### config.mk
export PLATFORM = sky130hd
export DESIGN_NAME = modereg_unit
export DESIGN_NICKNAME = d
export VERILOG_FILES = /design/src/rtl/modereg_pkg.sv /design/src/rtl/modereg_decode.sv /design/src/rtl/modereg_busy.sv /design/src/rtl/modereg_regs.sv /design/src/rtl/modereg_unit.sv
export SDC_FILE = /design/constraint.sdc
export NUM_CORES = 1
export LEC_CHECK = 0
export ABC_CLOCK_PERIOD_IN_PS = 4000
export BUFFER_PORTS_ARGS = -buffer_cell sky130_fd_sc_hd__buf_2
export CORE_MARGIN = 2
export CORE_UTILIZATION = 49
export CTS_CLUSTER_DIAMETER = 60
export DETAILED_ROUTE_END_ITERATION = 12
export GPL_TIMING_DRIVEN = 0
export HOLD_SLACK_MARGIN = 0.1
export PLACE_DENSITY = 0.79
export SETUP_SLACK_MARGIN = 0.05
export SLEW_MARGIN = 10
export SYNTH_ARGS = -nofsm -noshare
export SYNTH_HDL_FRONTEND = slang
export SYNTH_SLANG_ARGS = --single-unit
### constraint.sdc
create_clock -name clk -period 4 [get_ports clk]
set_clock_uncertainty 0.05 [all_clocks]
set_input_delay 0.8 -clock clk [delete_from_list [all_inputs] [get_ports clk]]
set_output_delay 0.8 -clock clk [all_outputs]
set_load 0.01 [all_outputs]
### src/rtl/modereg_pkg.sv
package modereg_pkg;
  // address bit positions of the fields (decoded by the controller side)
  localparam int BL_LSB  = 0;
  localparam int BT_BIT  = 3;
  localparam int CL_LSB  = 4;
  localparam int DS_LSB  = 5;
  localparam int RSV_LSB = 7;

  localparam logic [1:0] SEL_BASE   = 2'b00;
  localparam logic [1:0] SEL_EXT    = 2'b10;
  localparam logic [1:0] DS_DEFAULT = 2'b01;
  localparam logic [1:0] AREA_FULL  = 2'b00;

  function automatic logic bl_code_ok(input logic [2:0] c);
    return (c >= 3'd1) && (c <= 3'd4);
  endfunction

  function automatic logic [4:0] bl_value(input logic [2:0] c);
    return 5'd1 << c;
  endfunction

  function automatic logic cl_code_ok(input logic [2:0] c);
    return (c == 3'd2) || (c == 3'd3);
  endfunction

  function automatic logic area_code_ok(input logic [2:0] c);
    return c <= 3'd2;
  endfunction
endpackage

### src/rtl/modereg_decode.sv
module modereg_decode
  import modereg_pkg::*;
#(
  parameter int ADDR_W = 13
) (
  input  logic              cke_now,
  input  logic              cke_prev,
  input  logic              cs_n,
  input  logic              ras_n,
  input  logic              cas_n,
  input  logic              we_n,
  input  logic [1:0]        bank_sel,
  input  logic [ADDR_W-1:0] addr,
  input  logic              banks_idle,
  input  logic              busy,
  output logic              wr_cmd,
  output logic              accept_base,
  output logic              accept_ext,
  output logic              reject
);
  logic hit_base, hit_ext, rsv_clear, base_ok, ext_ok, gate_ok;

  always_comb begin
    wr_cmd    = cke_prev & cke_now & ~cs_n & ~ras_n & ~cas_n & ~we_n;
    hit_base  = (bank_sel == SEL_BASE);
    hit_ext   = (bank_sel == SEL_EXT);
    rsv_clear = (addr[ADDR_W-1:RSV_LSB] == '0);
    base_ok   = rsv_clear && bl_code_ok(addr[BL_LSB+2:BL_LSB])
                && cl_code_ok(addr[CL_LSB+2:CL_LSB]);
    ext_ok    = rsv_clear && (addr[CL_LSB:BT_BIT] == 2'b00)
                && area_code_ok(addr[2:0]);
    gate_ok   = banks_idle & ~busy;
    accept_base = wr_cmd & gate_ok & hit_base & base_ok;
    accept_ext  = wr_cmd & gate_ok & hit_ext & ext_ok;
    reject      = wr_cmd & ~(accept_base | accept_ext);
  end
endmodule

### src/rtl/modereg_busy.sv
module modereg_busy #(
  parameter int CYCLES = 2
) (
  input  logic clk,
  input  logic rst_n,
  input  logic start,
  output logic busy
);
  localparam int CW = $clog2(CYCLES + 1);
  logic [CW-1:0] cnt;

  always_ff @(posedge clk) begin
    if (!rst_n)          cnt <= '0;
    else if (start)      cnt <= CW'(CYCLES);
    else if (cnt != '0)  cnt <= cnt - CW'(1);
  end

  assign busy = (cnt != '0);

  a_r8_busy_after_write: assert property (@(posedge clk) disable iff (!rst_n)
    start |=> busy);
  a_r8_window_ends: assert property (@(posedge clk) disable iff (!rst_n)
    (!start && cnt == CW'(1)) |=> !busy);
endmodule

### src/rtl/modereg_regs.sv
module modereg_regs
  import modereg_pkg::*;
(
  input  logic       clk,
  input  logic       rst_n,
  input  logic       accept_base,
  input  logic       accept_ext,
  input  logic [2:0] bl_code,
  input  logic       bt_bit,
  input  logic [2:0] cl_code,
  input  logic [1:0] area_code,
  input  logic [1:0] ds_code,
  output logic       base_valid,
  output logic [2:0] cas_lat,
  output logic [4:0] burst_len,
  output logic       burst_ilv,
  output logic [1:0] refresh_area,
  output logic [1:0] drive_str
);
  always_ff @(posedge clk) begin
    if (!rst_n) begin
      base_valid <= 1'b0;
      cas_lat    <= '0;
      burst_len  <= '0;
      burst_ilv  <= 1'b0;
    end else if (accept_base) begin
      base_valid <= 1'b1;
      cas_lat    <= cl_code;
      burst_len  <= bl_value(bl_code);
      burst_ilv  <= bt_bit;
    end
  end

  always_ff @(posedge clk) begin
    if (!rst_n || accept_base) begin
      refresh_area <= AREA_FULL;
      drive_str    <= DS_DEFAULT;
    end else if (accept_ext) begin
      refresh_area <= area_code;
      drive_str    <= ds_code;
    end
  end

  a_r2_valid_sticky: assert property (@(posedge clk) disable iff (!rst_n)
    base_valid |=> base_valid);
  a_r7_ext_default: assert property (@(posedge clk) disable iff (!rst_n)
    accept_base |=> (drive_str == 2'b01 && refresh_area == 2'b00));
endmodule

### src/rtl/modereg_unit.sv
module modereg_unit
  import modereg_pkg::*;
#(
  parameter int ADDR_W      = 13,
  parameter int BUSY_CYCLES = 2
) (
  input  logic              clk,
  input  logic              rst_n,
  input  logic              cke,
  input  logic              cs_n,
  input  logic              ras_n,
  input  logic              cas_n,
  input  logic              we_n,
  input  logic [1:0]        bank_sel,
  input  logic [ADDR_W-1:0] addr,
  input  logic              banks_idle,
  output logic              base_valid,
  output logic [2:0]        cas_lat,
  output logic [4:0]        burst_len,
  output logic              burst_ilv,
  output logic [1:0]        refresh_area,
  output logic [1:0]        drive_str,
  output logic              busy,
  output logic              err
);
  logic cke_prev;
  logic wr_cmd, accept_base, accept_ext, reject;

  always_ff @(posedge clk) begin
    if (!rst_n) begin
      cke_prev <= 1'b0;
      err      <= 1'b0;
    end else begin
      cke_prev <= cke;
      err      <= reject;
    end
  end

  modereg_decode #(.ADDR_W(ADDR_W)) u_dec (
    .cke_now(cke), .cke_prev(cke_prev), .cs_n(cs_n), .ras_n(ras_n),
    .cas_n(cas_n), .we_n(we_n), .bank_sel(bank_sel), .addr(addr),
    .banks_idle(banks_idle), .busy(busy), .wr_cmd(wr_cmd),
    .accept_base(accept_base), .accept_ext(accept_ext), .reject(reject)
  );

  modereg_busy #(.CYCLES(BUSY_CYCLES)) u_busy (
    .clk(clk), .rst_n(rst_n), .start(accept_base | accept_ext), .busy(busy)
  );

  modereg_regs u_regs (
    .clk(clk), .rst_n(rst_n), .accept_base(accept_base), .accept_ext(accept_ext),
    .bl_code(addr[BL_LSB+2:BL_LSB]), .bt_bit(addr[BT_BIT]),
    .cl_code(addr[CL_LSB+2:CL_LSB]), .area_code(addr[1:0]),
    .ds_code(addr[DS_LSB+1:DS_LSB]), .base_valid(base_valid), .cas_lat(cas_lat),
    .burst_len(burst_len), .burst_ilv(burst_ilv), .refresh_area(refresh_area),
    .drive_str(drive_str)
  );

  a_r1_err_needs_cmd: assert property (@(posedge clk) disable iff (!rst_n)
    err |-> $past(wr_cmd));
  a_r9_busy_rejects: assert property (@(posedge clk) disable iff (!rst_n)
    (wr_cmd && busy) |=> err);
  a_r9_no_accept_busy: assert property (@(posedge clk) disable iff (!rst_n)
    (accept_base || accept_ext) |-> !busy);
  a_r10_open_bank_rejects: assert property (@(posedge clk) disable iff (!rst_n)
    (wr_cmd && !banks_idle) |=> err);
  a_r12_bad_bank_rejects: assert property (@(posedge clk) disable iff (!rst_n)
    (wr_cmd && bank_sel[0]) |=> err);
  a_r11_reject_holds: assert property (@(posedge clk) disable iff (!rst_n)
    err |-> ($stable(cas_lat) && $stable(burst_len) && $stable(burst_ilv)
             && $stable(refresh_area) && $stable(drive_str) && $stable(base_valid)));
endmodule

==> summary.txt <==
Outcome
  – Run status: finished clean

STA
  – Final Slew Violations: 0
  – RSZ-0062 raised after global routing: false
  – Final setup TNS: 0 ns
  – Final Setup Violations: 0
  – Final period util: 0.4920
  – Final hold violation count: 0
  – Fin crit period: 1.968 ns
  – Max frequency: 508.2 MHz
  – Rel. slew slack: 0.7159
  – Least-Margin Pin Slew: 0.4261 ns

Routing
  – Detailed Routing Iterations Pass 1: 4
  – DR WL/cell: 12.46 um
  – DRC Markers: 0
  – Drt first-iter violations: 18
  – Via/cell ratio: 5.506
  – DR vias: 859
  – Final wirelength: 1.944 mm
  – Routed Antenna Nets: 0

Worst hold path
  – Hold depth: 2
  – Path category of the worst min-delay check: reg -> reg
  – Min-Delay Endpoint: u_regs.burst_len[3]
  – Worst hold start: u_regs.burst_len[3]

Clock network
  – Clock Pin Slew Worst Setup and Hold Paths: 0.10 ns
  – Worst-Skew Late Latency: 0.29 ns
  – CTS Hold Buffers Added: 0
  – CTS resizes: 0
  – CTS Buffer Depth: 2
  – Root Buffer: clkbuf_4
  – CTS Buf Count: 3
  – TritonCTS clock tree: done
  – Clk sinks: 18
  – H-tree depth: 1
  – Total setup buffers inserted after CTS: 0

Critical path
  – CP Launch Type: input port
  – Arr. time, crit path: 2.11 ns
  – Worst R2R Setup Slack: 2.35 ns
  – Crit path required time: 4.14 ns
  – Worst reg2reg path startpoint: u_busy.cnt[1]
  – Worst reg-to-reg path cell count: 6
  – Crit path max fanout: 10
  – FF-to-FF End: err
  – CP endpoint kind: flip-flop
  – Setup Crit Path Kind: in -> reg

Place
  – Final HPWL DP: 1.464 mm
  – Routability Congestion: 0.7770
  – Port Buffers: 36

Floorplanning
  – Initial Util: 0.5209
  – Die Area: 0.002172 mm^2
  – Die Y: 46.61 um
  – Rows: 15
  – Number of I/O pins: 39
  – DIE WIDTH: 46.61 um
  – Core Area: 0.001708 mm^2

Pwr
  – Leak Pwr: 0.0005204 uW
  – PwrDens: 285.5 mW/mm^2
  – Worst vdd ir: 0.1916 mV
  – Post-route total power: 324.7 uW

Synthesis
  – Post-synth EDFFs: 0
  – Ys Warns: 0
  – Yosys reg bits: 18
  – Ys async rst share: 0
  – Post-synthesis sequential area ratio: 0.4051
  – Post-Syn Area: 889.6 um^2
  – Synth cell count leaders: dfxtp_1, nand2_1, nand3_1
  – Post-synth cell types: 35
  – Post-Synthesis Cells: 91
  – Dominant synthesized flop cell: dfxtp_1
  – Synth area leader: dfxtp_1
  – Most common cell in the netlist: dfxtp_1
  – Synth top area share: 0.4051
  – Syn_area_per_cell: 9.776 um^2
  – Top post-synthesis cells by area: dfxtp_1, nand2_1, mux2i_1
  – Post-Syn Nets: 114

GRT
  – Largest net degree at the start of global routing: 11
  – Total GRT Usage: 0.2019
  – Number of global-route vias before repair: 736
  – GRT Residual Overflow: 0
  – Initial antenna violation count: 0
  – First-pass GRT wire length: 3.180 mm

Finish
  – FF/Latch Area: 360.3 um^2
  – Layout area overhead: 27.85%
  – Multi-input logic area: 465.4 um^2
  – Nets: 155
  – Layout cell share with drive strength beyond 1: 0.4275
  – Fillers: 156
  – ANT cells: 0
  – Final Util: 0.6659

Flow run
  – Max_cap viols: 0
==> cell families after synthesis <==
kind of cell,share of synthesized area
buffers and inverters,0.07172
AO/OA/AOI/OAI,0.1041
flip-flops,0.4051
AND/OR/NAND/NOR,0.3741
multiplexers,0.04501
==> critical path: stages <==
cell,delay (ns)
buf_2,0.10
nor4_1,0.34
and4_1,0.24
buf_4,0.14
and2_4,0.15
buf_6,0.14
and3b_1,0.19
==> area by class of cell <==
type / instances / share of cell area
buffer: 8 / 0.05281
clock buffer: 4 / 0.03190
inverter: 1 / 0.003300
multi-input combinational: 64 / 0.4092
sequential: 18 / 0.3168
tap: 25 / 0.02750
timing repair buffer: 36 / 0.1584
==> cells in the final DEF (no fill, tap or decap), types with 2 or more instances in the layout <==
| master | count |
|---|---|
| and3b_1 | 4 |
| and4bb_2 | 2 |
| buf_2 | 36 |
| buf_4 | 2 |
| buf_6 | 3 |
| clkbuf_1 | 2 |
| clkbuf_4 | 3 |
| dfxtp_1 | 18 |
| mux2i_1 | 4 |
| nand2_1 | 14 |
| nand3_1 | 6 |
| nand4_1 | 4 |
| nor2_1 | 3 |
| o21a_1 | 2 |
| o21ai_0 | 3 |
| o311ai_0 | 3 |
==> how the worst max path moves through the flow <==
stage | slack (ns) | to | startpoint
6_report | 2.03 | err | addr[8]
5_1_grt | 1.88 | err | addr[8]
4_1_cts | 2.03 | err | addr[8]
3_5_place_dp | 1.71 | err | addr[8]
3_3_place_gp | 1.78 | err | addr[8]
2_1_floorplan | 1.94 | u_busy.cnt[1] | addr[0]
==> power by group <==
group | internal (uW) | leakage (uW) | switching, uW | total (uW)
Clock | 55.5 | 0.0000210 | 55.8 | 111
Combinational | 16.2 | 0.000354 | 16.6 | 32.8
Sequential | 180 | 0.000145 | 0.431 | 181
==> sequential cells by signal, indices dropped and copies added (netlist names) <==
name / cells
cke_prev: 1
err: 1
u_busy.cnt: 2
u_regs.base_valid: 1
u_regs.burst_ilv: 1
u_regs.burst_len: 5
u_regs.cas_lat: 3
u_regs.drive_str: 2
u_regs.refresh_area: 2
==> metal layers <==
layer  global-route usage  wire [um]  up-vias
li1                     -          -      420
met2               0.3556        959       25
met3              0.05882        124        2
met1               0.2482        849      412
met5                    0          0        -
met4              0.02778         10        0
==> metrics by stage <==
step	setup slack [ns]	cells	hold slack [ns]	instance area [um^2]
6_report	2.032	156	0.4139	1137
5_1_grt	1.883	156	0.4411	1137
4_1_cts	2.026	156	0.4150	1137
3_5_place_dp	1.715	152	0.3967	1101
3_3_place_gp	1.776	152	0.3942	1101
2_1_floorplan	1.939	91	0.4290	889.6
No activity file was read; power rests on OpenSTA's default activity.
